[src/rtl/rhb_pkg.sv]
package rhb_pkg;
  typedef enum logic [1:0] {
    WK_IDLE   = 2'd0,
    WK_RETIRE = 2'd1,
    WK_UNDO   = 2'd2,
    WK_FLUSH  = 2'd3
  } walk_e;
endpackage

[src/rtl/rhb_store.sv]
module rhb_store #(
  parameter int DEPTH  = 8,
  parameter int SEQ_W  = 16,
  parameter int ARCH_W = 5,
  parameter int PHYS_W = 7
) (
  input  logic              clk,
  input  logic              rst_n,
  input  logic              push_en,
  input  logic [SEQ_W-1:0]  in_seq,
  input  logic [ARCH_W-1:0] in_arch,
  input  logic [PHYS_W-1:0] in_new,
  input  logic [PHYS_W-1:0] in_prev,
  input  logic              pop_old,
  input  logic              pop_young,
  output logic [SEQ_W-1:0]  old_seq,
  output logic [PHYS_W-1:0] old_prev,
  output logic [SEQ_W-1:0]  young_seq,
  output logic [ARCH_W-1:0] young_arch,
  output logic [PHYS_W-1:0] young_new,
  output logic [PHYS_W-1:0] young_prev,
  output logic              empty,
  output logic              full
);
  localparam int PTR_W = (DEPTH > 1) ? $clog2(DEPTH) : 1;
  localparam int CNT_W = $clog2(DEPTH + 1);
  localparam logic [PTR_W-1:0] LAST = PTR_W'(DEPTH - 1);

  logic [SEQ_W-1:0]  seq_m  [DEPTH];
  logic [ARCH_W-1:0] arch_m [DEPTH];
  logic [PHYS_W-1:0] new_m  [DEPTH];
  logic [PHYS_W-1:0] prev_m [DEPTH];

  logic [PTR_W-1:0] head_q, tail_q, young_idx;
  logic [CNT_W-1:0] cnt_q;

  function automatic logic [PTR_W-1:0] ptr_inc(input logic [PTR_W-1:0] p);
    return (p == LAST) ? '0 : p + 1'b1;
  endfunction

  function automatic logic [PTR_W-1:0] ptr_dec(input logic [PTR_W-1:0] p);
    return (p == '0) ? LAST : p - 1'b1;
  endfunction

  assign young_idx  = ptr_dec(tail_q);
  assign empty      = (cnt_q == '0);
  assign full       = (cnt_q == CNT_W'(DEPTH));
  assign old_seq    = seq_m[head_q];
  assign old_prev   = prev_m[head_q];
  assign young_seq  = seq_m[young_idx];
  assign young_arch = arch_m[young_idx];
  assign young_new  = new_m[young_idx];
  assign young_prev = prev_m[young_idx];

  for (genvar g = 0; g < DEPTH; g++) begin : g_slot
    always_ff @(posedge clk) begin
      if (push_en && tail_q == PTR_W'(g)) begin
        seq_m[g]  <= in_seq;
        arch_m[g] <= in_arch;
        new_m[g]  <= in_new;
        prev_m[g] <= in_prev;
      end
    end
  end

  always_ff @(posedge clk) begin
    if (!rst_n) begin
      head_q <= '0;
      tail_q <= '0;
      cnt_q  <= '0;
    end else begin
      if (pop_old)   head_q <= ptr_inc(head_q);
      if (pop_young) tail_q <= ptr_dec(tail_q);
      else if (push_en) tail_q <= ptr_inc(tail_q);
      cnt_q <= cnt_q + CNT_W'(push_en) - CNT_W'(pop_old | pop_young);
    end
  end

  p_count_bound_r1: assert property (@(posedge clk) disable iff (!rst_n)
    cnt_q <= CNT_W'(DEPTH));
  p_no_push_full_r1: assert property (@(posedge clk) disable iff (!rst_n)
    full |-> !push_en);
  p_no_push_undo_r1: assert property (@(posedge clk) disable iff (!rst_n)
    pop_young |-> !push_en);
  p_pop_nonempty_r2: assert property (@(posedge clk) disable iff (!rst_n)
    (pop_old || pop_young) |-> !empty);
  p_grow_r11: assert property (@(posedge clk) disable iff (!rst_n)
    (push_en && !pop_old && !pop_young) |=> cnt_q == $past(cnt_q) + 1'b1);
endmodule

[src/rtl/rhb_walker.sv]
module rhb_walker
  import rhb_pkg::*;
#(
  parameter int SEQ_W = 16
) (
  input  logic             clk,
  input  logic             rst_n,
  input  logic             cmd_commit,
  input  logic [SEQ_W-1:0] commit_seq,
  input  logic             cmd_squash,
  input  logic [SEQ_W-1:0] squash_seq,
  input  logic             cmd_flush,
  input  logic             squashing_in,
  input  logic             empty,
  input  logic [SEQ_W-1:0] old_seq,
  input  logic [SEQ_W-1:0] young_seq,
  output logic             pop_old,
  output logic             pop_young,
  output logic             undo_active,
  output logic             busy
);
  walk_e            state_q;
  logic [SEQ_W-1:0] lim_q;

  always_comb begin
    pop_old   = (state_q == WK_RETIRE) && !squashing_in && !empty && (old_seq <= lim_q);
    pop_young = ((state_q == WK_UNDO) && !empty && (young_seq > lim_q)) ||
                ((state_q == WK_FLUSH) && !empty);
  end

  assign undo_active = (state_q == WK_UNDO) || (state_q == WK_FLUSH);
  assign busy        = (state_q != WK_IDLE);

  always_ff @(posedge clk) begin
    if (!rst_n) begin
      state_q <= WK_IDLE;
      lim_q   <= '0;
    end else begin
      unique case (state_q)
        WK_IDLE: begin
          if (cmd_flush) begin
            state_q <= WK_FLUSH;
          end else if (cmd_squash) begin
            state_q <= WK_UNDO;
            lim_q   <= squash_seq;
          end else if (cmd_commit && !squashing_in) begin
            state_q <= WK_RETIRE;
            lim_q   <= commit_seq;
          end
        end
        WK_RETIRE: if (!squashing_in && !pop_old) state_q <= WK_IDLE;
        WK_UNDO, WK_FLUSH: if (!pop_young) state_q <= WK_IDLE;
        default: state_q <= WK_IDLE;
      endcase
    end
  end

  p_commit_gated_r6: assert property (@(posedge clk) disable iff (!rst_n)
    (state_q == WK_IDLE && cmd_commit && (cmd_squash || cmd_flush || squashing_in))
      |=> state_q != WK_RETIRE);
  p_retire_pause_r6: assert property (@(posedge clk) disable iff (!rst_n)
    (state_q == WK_RETIRE && squashing_in) |=> state_q == WK_RETIRE);
  p_empty_ends_r7: assert property (@(posedge clk) disable iff (!rst_n)
    (undo_active && empty) |=> state_q == WK_IDLE);
  p_busy_holds_r9: assert property (@(posedge clk) disable iff (!rst_n)
    (pop_old || pop_young) |=> busy);
endmodule

[src/rtl/rename_hist_buf.sv]
module rename_hist_buf #(
  parameter int DEPTH        = 8,
  parameter int SEQ_W        = 16,
  parameter int ARCH_W       = 5,
  parameter int PHYS_W       = 7,
  parameter int NUM_INT_PHYS = 48,
  parameter int NUM_FP_PHYS  = 48
) (
  input  logic              clk,
  input  logic              rst_n,
  input  logic              push_valid,
  output logic              push_ready,
  input  logic [SEQ_W-1:0]  push_seq,
  input  logic [ARCH_W-1:0] push_arch,
  input  logic [PHYS_W-1:0] push_new,
  input  logic [PHYS_W-1:0] push_prev,
  input  logic              cmd_commit,
  input  logic [SEQ_W-1:0]  commit_seq,
  input  logic              cmd_squash,
  input  logic [SEQ_W-1:0]  squash_seq,
  input  logic              cmd_flush,
  input  logic              squashing_in,
  output logic              map_wr_valid,
  output logic [ARCH_W-1:0] map_wr_arch,
  output logic [PHYS_W-1:0] map_wr_phys,
  output logic              free_valid,
  output logic [PHYS_W-1:0] free_phys,
  output logic              rdy_valid,
  output logic [PHYS_W-1:0] rdy_phys,
  output logic              busy,
  output logic              full
);
  localparam int MISC_BASE = NUM_INT_PHYS + NUM_FP_PHYS;
  localparam logic [PHYS_W:0] MISC_BASE_V = (PHYS_W + 1)'(MISC_BASE);

  logic              push_en, pop_old, pop_young, empty, undo_active;
  logic [SEQ_W-1:0]  old_seq, young_seq;
  logic [PHYS_W-1:0] old_prev, young_new, young_prev;
  logic [ARCH_W-1:0] young_arch;
  logic              young_is_misc;

  assign push_ready = !full && !undo_active;
  assign push_en    = push_valid && push_ready;

  rhb_store #(
    .DEPTH(DEPTH), .SEQ_W(SEQ_W), .ARCH_W(ARCH_W), .PHYS_W(PHYS_W)
  ) store_i (
    .clk(clk), .rst_n(rst_n), .push_en(push_en),
    .in_seq(push_seq), .in_arch(push_arch), .in_new(push_new), .in_prev(push_prev),
    .pop_old(pop_old), .pop_young(pop_young),
    .old_seq(old_seq), .old_prev(old_prev),
    .young_seq(young_seq), .young_arch(young_arch),
    .young_new(young_new), .young_prev(young_prev),
    .empty(empty), .full(full)
  );

  rhb_walker #(.SEQ_W(SEQ_W)) walker_i (
    .clk(clk), .rst_n(rst_n),
    .cmd_commit(cmd_commit), .commit_seq(commit_seq),
    .cmd_squash(cmd_squash), .squash_seq(squash_seq),
    .cmd_flush(cmd_flush), .squashing_in(squashing_in),
    .empty(empty), .old_seq(old_seq), .young_seq(young_seq),
    .pop_old(pop_old), .pop_young(pop_young),
    .undo_active(undo_active), .busy(busy)
  );

  assign young_is_misc = ({1'b0, young_new} >= MISC_BASE_V);

  assign map_wr_valid = pop_young;
  assign map_wr_arch  = young_arch;
  assign map_wr_phys  = young_prev;
  assign free_valid   = pop_young || pop_old;
  assign free_phys    = pop_young ? young_new : old_prev;
  assign rdy_valid    = pop_young && young_is_misc;
  assign rdy_phys     = young_new;

  p_rdy_in_undo_r3: assert property (@(posedge clk) disable iff (!rst_n)
    rdy_valid |-> (map_wr_valid && free_phys == rdy_phys));
  p_retire_no_map_r4: assert property (@(posedge clk) disable iff (!rst_n)
    (free_valid && !map_wr_valid) |-> !rdy_valid);
endmodule

[config.mk]
export PLATFORM = sky130hd
export DESIGN_NAME = rename_hist_buf
export DESIGN_NICKNAME = d
export VERILOG_FILES = /design/src/rtl/rhb_pkg.sv /design/src/rtl/rhb_store.sv /design/src/rtl/rhb_walker.sv /design/src/rtl/rename_hist_buf.sv
export SDC_FILE = /design/constraint.sdc
export NUM_CORES = 1
export LEC_CHECK = 0
export BUFFER_PORTS_ARGS = -buffer_cell sky130_fd_sc_hd__buf_2
export CORE_MARGIN = 1.5
export CORE_UTILIZATION = 31
export CTS_CLUSTER_DIAMETER = 120
export DETAILED_ROUTE_END_ITERATION = 16
export PLACE_DENSITY = 0.48
export SLEW_MARGIN = 20
export SYNTH_ARGS = -nofsm -noshare
export SYNTH_HDL_FRONTEND = slang
export SYNTH_SLANG_ARGS = --single-unit
[constraint.sdc]
create_clock -name clk -period 6.8 [get_ports clk]
set_input_delay 1.02 -clock clk [delete_from_list [all_inputs] [get_ports clk]]
set_output_delay 1.02 -clock clk [all_outputs]
set_load 0.02 [all_outputs]
==> results of run 1 <==
-- worst max path at each step --
stage / start / end / slack, ps
detailed placement: store_i.tail_q[0] / store_i.cnt_q[2] / 1150
CTS: store_i.tail_q[0] / free_valid / 650
global route: store_i.tail_q[0] / free_valid / 380
global placement: store_i.tail_q[0] / store_i.cnt_q[2] / 1240
finish: store_i.tail_q[0] / free_valid / 780
floorplan: store_i.tail_q[0] / store_i.cnt_q[2] / 1670
-- per-stage QoR --
| step | util, % | worst slack, ps | cell area, µm² | hold WS [ps] |
|---|---|---|---|---|
| 6_report | 36.54 | 776.7 | 16650 | 470.2 |
| 5_1_grt | 36.53 | 375.4 | 16650 | 496.6 |
| 4_1_cts | 36.53 | 645.4 | 16650 | 471.0 |
| 3_5_place_dp | 34.27 | 1148 | 15620 | 460.7 |
| 3_3_place_gp | 34.27 | 1245 | 15620 | 453.4 |
| 2_1_floorplan | - | 1671 | 14350 | 446.6 |
-- worst max-delay path, stage by stage, from the launching register on --
cell and delay, ps:
dfxtp_1 400, inv_1 160, ha_4 210, a21oi_4 120, buf_4 640, mux4_2 580, mux2_2 280, ha_1 310
a21oi_1 150, nand2_1 70, a211o_1 340, o31ai_4 670, buf_4 290, nand2_1 90, buf_2 170
-- metal layers --
layer / part of all wire [%] / vias up
li1: - / 3437
met1: 47 / 4012
met2: 46 / 177
met3: 5.0 / 55
met4: 2.3 / 4
met5: 0.069 / -
-- power breakdown --
part	switching, W	internal (W)	leakage [nW]	total (W)
registers	0.0000964	0.00232	2.79	0.00242
logic	0.00161	0.00127	2.32	0.00289
clock network	0.000728	0.00100	0.501	0.00173
-- placed cells by master (no fill, tap or decap), drive strengths merged, types with 3 or more instances in the layout --
| cell type | instances |
|---|---|
| a211oi | 11 |
| a21boi | 5 |
| a21o | 3 |
| a21oi | 22 |
| and2 | 5 |
| and3 | 6 |
| buf | 127 |
| clkbuf | 50 |
| clkinv | 7 |
| dfxtp | 31 |
| edfxtp | 280 |
| ha | 47 |
| inv | 33 |
| mux2 | 48 |
| mux2i | 29 |
| mux4 | 116 |
| nand2 | 15 |
| nand3 | 6 |
| nand4 | 8 |
| nor2 | 26 |
| nor2b | 4 |
| nor3 | 5 |
| o211a | 6 |
| o211ai | 3 |
| o21ai | 4 |
| or3 | 4 |
-- cell families (layout without fill, tap and decap cells) --
kind of cell,Yosys count,count (layout),synth area share (%)
AOI/OAI and AO/OA,65,65,3.304
xor gates and xnor gates,2,2,0.1221
adders and majority gates,48,48,4.237
buffers and inverters,74,217,2.432
DFF,311,311,62.91
muxes,193,193,24.15
other,0,1,0
and+or+nand+nor,83,83,2.851
-- registers in the layout (all words and copies together), names as in the netlist, named ones only --
signal / count
walker_i.lim_q: 16
walker_i.state_q: 2
store_i.tail_q: 3
store_i.head_q: 3
store_i.seq_m: 128
store_i.prev_m: 56
store_i.cnt_q: 4
store_i.arch_m: 40
store_i.new_m: 56
-- layout make-up --
class | instances | area [µm²]
fillers | 4249 | 28920
flip-flops and latches | 311 | 9031
multi-input cells | 391 | 5026
clock buffers | 50 | 983.4
well taps | 600 | 750.7
repair buffers | 127 | 690.7
inverters | 32 | 120.1
clock inverters | 8 | 48.80
diodes | 1 | 2.502
==> results_dict.tcl, run 1 <==
set metrics [dict create \
    grt_pass1_vias 8061 \
    hold_path_startpoint "store_i.head_q[1]" \
    setup_viol 0 \
    synthTopCellsByArea "edfxtp_1 59%, mux4_2 17%, dfxtp_1 4.3%" \
    total_power_w 0.007037 \
    ys_seq_area_share_pct 62.91 \
    max-slew-margin-rel_pct 42.79 \
    port_buffers 105 \
    fp.dieW_um 218.2 \
    syn_nets 898 \
    timing.fmax_mhz 166.0 \
    use_met1_pct 20.63 \
    dp_cells 1461 \
    synth_top_area_share_pct 58.58 \
    htreeDepth 2 \
    crit_path_start_kind "flip-flop" \
    arrival_ps 5000 \
    cts.path.max_buffers 3 \
    synth_edf_count 280 \
    post_cts_resized 0 \
    core.rowCount 78 \
    setup_tns_ps 0 \
    die_h_um 218.2 \
    place.gp.congestion 0.7336 \
    yosysWarningCount 0 \
    wl_per_cell_um 22.81 \
    yosys-top-cells-count "280 x edfxtp_1, 110 x mux4_2, 48 x mux2_2, 47 x ha_1, 32 x inv_1" \
    worst_pin_slew_ps 858.2 \
    power_density_mw_per_mm2 422.6 \
    worstReg2RegStart "store_i.tail_q[0]" \
    hpwl_um 21380 \
    core_region_area_mm2 0.04558 \
    synth_seq_cells 311 \
    reg2regPathDepth 19 \
    cts_tree "yes" \
    start_util_pct 31.49 \
    wl_um 34670 \
    num_vias 7685 \
    clock_sinks 311 \
    leakagePower_nw 5.608 \
    yosys.area.top_type "edfxtp_1" \
    drt-pass1-iter-count 4 \
    slew_violations 0 \
    root_buffer "clkbuf_16" \
    grt_max_degree 47 \
    synth_cells 776 \
    antenna_found_initial 3 \
    drc 0 \
    grt_usage_pct 14.71 \
    drt_iter0_markers 524 \
    ys.flop_type "edfxtp_1" \
    ios 106 \
    die_area_mm2 0.04760 \
    path_clk_slew_ps 60 \
    cts_buffers 36 \
    cts_setup_buffers 0 \
    reg2reg_slack_ps 1220 \
    fin_cells 1520 \
    max-vdd-ir-drop_uv 337.5 \
    area_delta_synth_final_pct 16.03 \
    worstSetupPathType "reg2out" \
    ant_nets 0 \
    grt_first_pass_wirelength_um 51320 \
    fin_crit_ps 6023 \
    cts_hold_buffers 0 \
    globalRouteMet3Util_pct 2.965 \
    cp-end-kind "output pin" \
    clock_latency_ps 520 \
    ys_async_sr_fraction_pct 0 \
    synth_area_mm2 0.01435 \
    layout.nets 1021 \
    synth_cell_types 48 \
    drive_above_1_share_pct 37.32 \
    routed_via_density 5.056 \
    hold_depth 2 \
    top_usage_layer "met2" \
    rsz0062_at_grt "no" \
    r2r_end "store_i.cnt_q[2]" \
    hold_violations 0 \
    synth.most_common_cell "edfxtp_1" \
    fin_worst_skew_ps 12.88 \
    outcome "finished clean" \
    grt_use_met2_pct 23.16 \
    cap_violations 0 \
    hp-class "reg2reg" \
    overflow 0 \
    cp_max_fo 36 \
    avgSynthCellArea_um2 18.50 \
    post-route-period-util_pct 88.58 \
    required_ps 5780 \
]
(Power assumes the default switching activity.)
==> inputs of run 2 (changes only) <==
--- a/config.mk
+++ b/config.mk
@@ -10,8 +10,9 @@
 export CORE_UTILIZATION = 31
 export CTS_CLUSTER_DIAMETER = 120
 export DETAILED_ROUTE_END_ITERATION = 16
-export PLACE_DENSITY = 0.48
+export PLACE_DENSITY = 0.47
 export SLEW_MARGIN = 20
 export SYNTH_ARGS = -nofsm -noshare
 export SYNTH_HDL_FRONTEND = slang
+export SYNTH_HIERARCHICAL = 1
 export SYNTH_SLANG_ARGS = --single-unit
==> run 2 against run 1 <==
  * Synthesized cell count is 48% higher
  * Via count is 33% higher
  * Final cell count is 27% higher
  * Sequential share of layout area is 3.7 points lower
  * Sequential cell count stayed put
  * Sequential power hardly changed
  * Combinational power is 45% higher
  * Fmax is 4.4% lower
  * Utilization is 0.14 points lower
  * Area after synthesis is 8.0% higher
  * Highest routed layer unchanged
==> results_dict.tcl, run 2 <==
set metrics [dict create \
    outcome "finished clean" \
    max-vdd-ir-drop_uv 314.4 \
    crit_path_start_kind "flip-flop" \
    antennaDiodeCount 0 \
    synth-xor-area-share_pct 0.1130 \
    rsz0062_at_grt "no" \
    final_cell_mix "280 x edfxtp_1, 105 x buf_2, 81 x nor2_1, 56 x nand2_1, 54 x a21oi_1" \
    synth_edf_count 280 \
    required_ps 5780 \
    root_buffer "clkbuf_16" \
    synth_top_area_share_pct 54.25 \
    layout.nets 1359 \
    htreeDepth 2 \
    post-route-period-util_pct 92.62 \
    fin_worst_skew_ps 18.62 \
    wl_um 44810 \
    post_cts_resized 0 \
    drive_above_1_share_pct 25.57 \
    cp_top_family "compound AO/OA/AOI/OAI gates" \
    cts.path.max_buffers 3 \
    clock_latency_ps 540 \
    slew_violations 0 \
    synthTopCellsByArea "edfxtp_1 54%, mux4_2 7.6%, dfxtp_1 4.0%" \
    leakagePower_nw 6.223 \
    cts_hold_buffers 0 \
    routed_via_density 5.286 \
    core_region_area_mm2 0.04915 \
    overflow 0 \
    met3_length_um 2067 \
    ant_nets 0 \
    worst_pin_slew_ps 999.6 \
    area_delta_synth_final_pct 15.44 \
    clock_sinks 311 \
    antenna_found_initial 3 \
    core.rowCount 81 \
    synthAdderAreaFrac_pct 3.923 \
    timing.hold.ws_ps 499.7 \
    fin_cells 1927 \
    critPathBufInv 5 \
    ys.flop_type "edfxtp_1" \
    top_layer "met5" \
    cts_tree "yes" \
    grt_usage_pct 17.57 \
    path_clk_slew_ps 60 \
    critPathSlowestCell "or4_4" \
    synth.most_common_cell "edfxtp_1" \
    grt_pass1_vias 10310 \
    cp-end-kind "output pin" \
    die_h_um 226.6 \
    worstSetupPathType "reg2out" \
    port_buffers 105 \
    num_vias 10190 \
    ys_async_sr_fraction_pct 0 \
    synth_mux_area_share_pct 14.31 \
    synth_compound_area_share_pct 11.33 \
    yosys-top-cells-count "280 x edfxtp_1, 82 x nor2_1, 56 x nand2_1, 54 x a21oi_1, 52 x mux4_2" \
    fin_crit_ps 6298 \
    regMostFlops "store_i/seq_m" \
    synth_seq_cells 311 \
    start_util_pct 31.53 \
    cp_cell_sequence "inv_2 > buf_4 > ha_1 > nand2_1 > buf_4 > o21a_4 > nor2_1 > o32a_1 > ha_1 > nand4_1 > or4_4 > a21o_2 > a41oi_2 > buf_4 > mux2_4 > buf_2" \
    reg.largest.list "store_i/seq_m: 128 flops, store_i/new_m: 56 flops, store_i/prev_m: 56 flops" \
    setup_tns_ps 0 \
    synth_cells 1145 \
    avgSynthCellArea_um2 13.54 \
    power_density_mw_per_mm2 471.8 \
    yosysWarningCount 6 \
    dp_cells 1863 \
    arrival_ps 5280 \
    hpwl_um 27760 \
    cp_max_fo 37 \
    synth_top_family_by_area "multiplexers" \
    critPathMaxStageDelay_ps 580 \
    yosys.area.top_type "edfxtp_1" \
    setup_viol 0 \
    synth_area_mm2 0.01550 \
    place.gp.congestion 0.7899 \
    drt-pass1-iter-count 7 \
    final_common_cell "edfxtp_1" \
    cts_buffers 36 \
    grt_max_degree 49 \
    ios 106 \
    drt_iter0_markers 749 \
    grt_first_pass_wirelength_um 66470 \
    die_area_mm2 0.05135 \
    syn_nets 1267 \
    hold_violations 0 \
    met1Wirelength_um 19730 \
    cts_setup_buffers 0 \
    synth-simple-area-share_pct 8.323 \
    timing.fmax_mhz 158.8 \
    fp.dieW_um 226.6 \
    path_common_cell "buf_4" \
    cap_violations 0 \
    synth_cell_types 63 \
    drc 0 \
    wl_per_cell_um 23.25 \
    met2RoutedLength_um 21950 \
    ys_seq_area_share_pct 58.25 \
    hp-class "reg2reg" \
    max-slew-margin-rel_pct 33.27 \
    largest_register_ffs 128 \
]
run 2: cell count changes after synthesis, sizes merged, moves of 27 or more:
cell / previous run / this run
nand2: 15 / 56
mux4: 116 / 52
buf: 22 / 49
nor2: 26 / 82
a21oi: 22 / 54
nor3: 5 / 46
run 2: cell type report:
cell class / instances / area (µm²)
inverter: 49 / 183.9
fill: 4754 / 31260
clock inverter: 12 / 118.9
timing repair buffer: 140 / 788.3
tap: 664 / 830.8
multi-input combinational: 699 / 5934
clock buffer: 52 / 1002
sequential: 311 / 9035
run 2: report_power, final:
group | switching, W | internal (W)
Combinational | 0.00270 | 0.00150
Sequential | 0.000102 | 0.00230
Clock | 0.000772 | 0.00107
run 2: kinds of logic (layout without fill, tap and decap cells):
logic type               after synthesis  after routing
AO/OA/AOI/OAI                        236            236
XOR/XNOR                               2              2
flip-flops                           311            311
multiplexers                         147            147
adder cells (fa/ha/maj)               48             48
AND/OR/NAND/NOR                      266            266
buffers and inverters                135            253
run 2: worst paths after layout:
path | endpoint | cells past startpoint | from | slack (ps)
setup reg to reg | store_i/cnt_q[2] | 21 | store_i/tail_q[0] | 1030
setup / recovery | free_phys[5] | 16 | store_i/tail_q[0] | 500
hold / removal | walker_i/lim_q[7] | 1 | walker_i/lim_q[7] | 500
hold reg to reg | walker_i/lim_q[7] | 1 | walker_i/lim_q[7] | 500
run 2: per-stage QoR:
step	cell area [µm²]	worst slack (ps)	util (%)	total power (W)
global placement	16770	1184	34.12	0.006618
floorplan	15500	1214	-	0.005350
CTS	17890	531.9	36.40	0.008522
detailed placement	16770	1110	34.12	0.006647
finish	17890	502.1	36.40	0.008442
global route	17890	327.0	36.40	0.008959
run 2: worst register-to-register path: stages (launching register included):
cell      delay, ps
dfxtp_4         500
inv_2           100
buf_4           290
ha_1            300
nand2_1          70
buf_4           270
o21a_4          510
nor2_1          120
o32a_1          350
ha_1            330
nand4_1         160
or4_4           580
o311ai_4        280
a41oi_2          50
buf_4           250
or2_2           320
ha_1            270
inv_1            40
ha_1            200
fa_1            380
xor2_1          160
and2_1          140
run 2: layer usage:
metal / vias up / track usage [%]
met5: - / 0
met4: 4 / 5.183
met3: 77 / 2.644
met2: 317 / 29.59
met1: 5115 / 23.38
li1: 4674 / -
==> inputs of run 3 (changes only) <==
--- a/config.mk
+++ b/config.mk
@@ -6,11 +6,13 @@
 export NUM_CORES = 1
 export LEC_CHECK = 0
 export BUFFER_PORTS_ARGS = -buffer_cell sky130_fd_sc_hd__buf_2
-export CORE_MARGIN = 1.5
+export CELL_PAD_IN_SITES_DETAIL_PLACEMENT = 2
+export CELL_PAD_IN_SITES_GLOBAL_PLACEMENT = 2
+export CORE_MARGIN = 2
 export CORE_UTILIZATION = 31
 export CTS_CLUSTER_DIAMETER = 120
 export DETAILED_ROUTE_END_ITERATION = 16
-export PLACE_DENSITY = 0.47
+export PLACE_DENSITY = 0.62
 export SLEW_MARGIN = 20
 export SYNTH_ARGS = -nofsm -noshare
 export SYNTH_HDL_FRONTEND = slang
==> run 3 against run 2 <==
  * Clock skew rose by 6.9 ps
  * Clock power rose by 7%
  * Sequential cell count stayed put
  * Fmax shrank 1.2%
  * Register-to-register slack worse by 50 ps
  * Cell area rose by 0.41%
  * First-iteration DRC count shrank 17%
  * Power rose by 3.0%
  * Critical path depth shrank 1
  * Combinational power is 3% higher
  * Setup slack worse by 80 ps
  * Clock-buffer cell count down 3
==> results_dict.tcl, run 3 (synthesized netlist as in run 2, its figures left out) <==
set metrics [dict create \
    final_common_cell "edfxtp_1" \
    setup_viol 0 \
    cts_tree "yes" \
    cap_violations 0 \
    largest_register_ffs 128 \
    die_h_um 227.6 \
    place.gp.congestion 0.7514 \
    fin_crit_ps 6378 \
    cts_buffers 38 \
    port_buffers 105 \
    routed_via_density 5.336 \
    antennaDiodeCount 0 \
    antenna_found_initial 0 \
    root_buffer "clkbuf_16" \
    wl_um 48140 \
    outcome "finished clean" \
    reg.largest.list "store_i/seq_m: 128 flops, store_i/new_m: 56 flops, store_i/prev_m: 56 flops" \
    area_delta_synth_final_pct 15.92 \
    max-slew-margin-rel_pct 34.35 \
    core.rowCount 81 \
    htreeDepth 2 \
    critPathSlowestCell "or4_4" \
    ios 106 \
    die_area_mm2 0.05180 \
    cp_cell_sequence "inv_1 > ha_4 > buf_12 > nor2b_1 > a311oi_1 > nor2_1 > o32a_1 > ha_1 > nand4_1 > or4_4 > a21o_2 > a41oi_2 > buf_4 > mux2_4 > buf_2" \
    path_clk_slew_ps 60 \
    seqPwrFrac_pct 27.5 \
    fin_worst_skew_ps 25.55 \
    cts_setup_buffers 0 \
    wl_per_cell_um 24.99 \
    drt-pass1-iter-count 4 \
    grt_pass1_vias 11410 \
    worst_pin_slew_ps 982.4 \
    max-vdd-ir-drop_uv 304.6 \
    hpwl_um 30760 \
    rsz0062_at_grt "no" \
    drt_iter0_markers 621 \
    overflow 0 \
    start_util_pct 31.53 \
    timing.hold.ws_ps 499.7 \
    post_cts_resized 0 \
    p_clk_share_pct 22.6 \
    cts_hold_buffers 0 \
    slew_violations 0 \
    cp-end-kind "output pin" \
    post-route-period-util_pct 93.79 \
    worstSetupPathType "reg2out" \
    p_sw_share_pct 42.92 \
    p_comb_share_pct 49.9 \
    grt_usage_pct 19.08 \
    critPathMaxStageDelay_ps 580 \
    cts.path.max_buffers 3 \
    hold_violations 0 \
    regMostFlops "store_i/seq_m" \
    arrival_ps 5360 \
    num_vias 10280 \
    timing.fmax_mhz 156.8 \
    drc 0 \
    fp.dieW_um 227.6 \
    leakagePower_nw 6.261 \
    clock_latency_ps 570 \
    hp-class "reg2reg" \
    grt_max_degree 112 \
    power.internal_w 0.004966 \
    grt_first_pass_wirelength_um 72740 \
    clock_sinks 311 \
    crit_path_start_kind "flip-flop" \
    final_cell_mix "280 x edfxtp_1, 105 x buf_2, 81 x nor2_1, 56 x nand2_1, 54 x a21oi_1" \
    required_ps 5780 \
    power_switching_w 0.003733 \
    setup_tns_ps 0 \
    cp_max_fo 111 \
    power_density_mw_per_mm2 484.1 \
    core_region_area_mm2 0.04915 \
    drive_above_1_share_pct 25.75 \
    layout.nets 1357 \
    ant_nets 0 \
]
## run 3: changes by cell type in the layout (fill, tap and decap cells not counted), moves of 2 or more
| cell | change |
|---|---|
| clkinv_2 | +4 |
| clkbuf_16 | +2 |
| clkinv_1 | +2 |
| buf_12 | +2 |
| clkbuf_1 | -4 |
| buf_4 | -6 |
## run 3: cell type report
type	instances	area [µm²]
Fill cell	4981	31190
Sequential cell	311	9036
Multi-Input combinational cell	699	5934
Clock buffer	49	1023
Tap cell	664	830.8
Timing Repair Buffer	136	783.3
Inverter	49	183.9
Clock inverter	18	175.2
## run 3: per-stage QoR
step | std cells | cell area, µm² | util (%) | power [W] | setup slack [ps]
after global placement | 1859 | 16770 | 34.11 | 0.006705 | 1143
after global routing | 1926 | 17970 | 36.55 | 0.009276 | 137.3
after floorplan | 1145 | 15500 | - | 0.005350 | 1214
final | 1926 | 17970 | 36.55 | 0.008699 | 422.4
after CTS | 1926 | 17970 | 36.55 | 0.008853 | 348.4
after detailed placement | 1859 | 16770 | 34.11 | 0.006823 | 1002
## run 3: final timing paths
| path | startpoint | end | slack (ps) | depth (start not counted) |
|---|---|---|---|---|
| max reg2reg | store_i/tail_q[1] | store_i/cnt_q[2] | 980 | 20 |
| max | store_i/tail_q[1] | free_phys[5] | 420 | 15 |
| min | walker_i/lim_q[9] | walker_i/lim_q[9] | 500 | 1 |
| min reg2reg | walker_i/lim_q[9] | walker_i/lim_q[9] | 500 | 1 |
## run 3: worst max-delay path: cells and delay by family, from the launching register on
family	cells	cell delay (ps)
buf+inv	4	1030
compound gates	4	1100
mux	1	340
fa+ha+maj	2	900
simple gates	4	920
flops	1	370
## run 3: power by group through the flow
stage	clock, W	combinational (W)	sequential, W
finish	0.00197	0.00434	0.00239
floorplan	0	0.00296	0.00239
global placement	0	0.00428	0.00243
detailed placement	0	0.00439	0.00243
CTS	0.00203	0.00442	0.00240
global route	0.00210	0.00477	0.00241
## run 3: per-layer routing
layer / GRT usage [%] / vias up / wire (µm)
met3: 3.188 / 62 / 2494
met5: 0 / - / 0
li1: - / 4664 / -
met4: 6.009 / 0 / 1176
met1: 23.68 / 5334 / 19850
met2: 33.82 / 217 / 24610
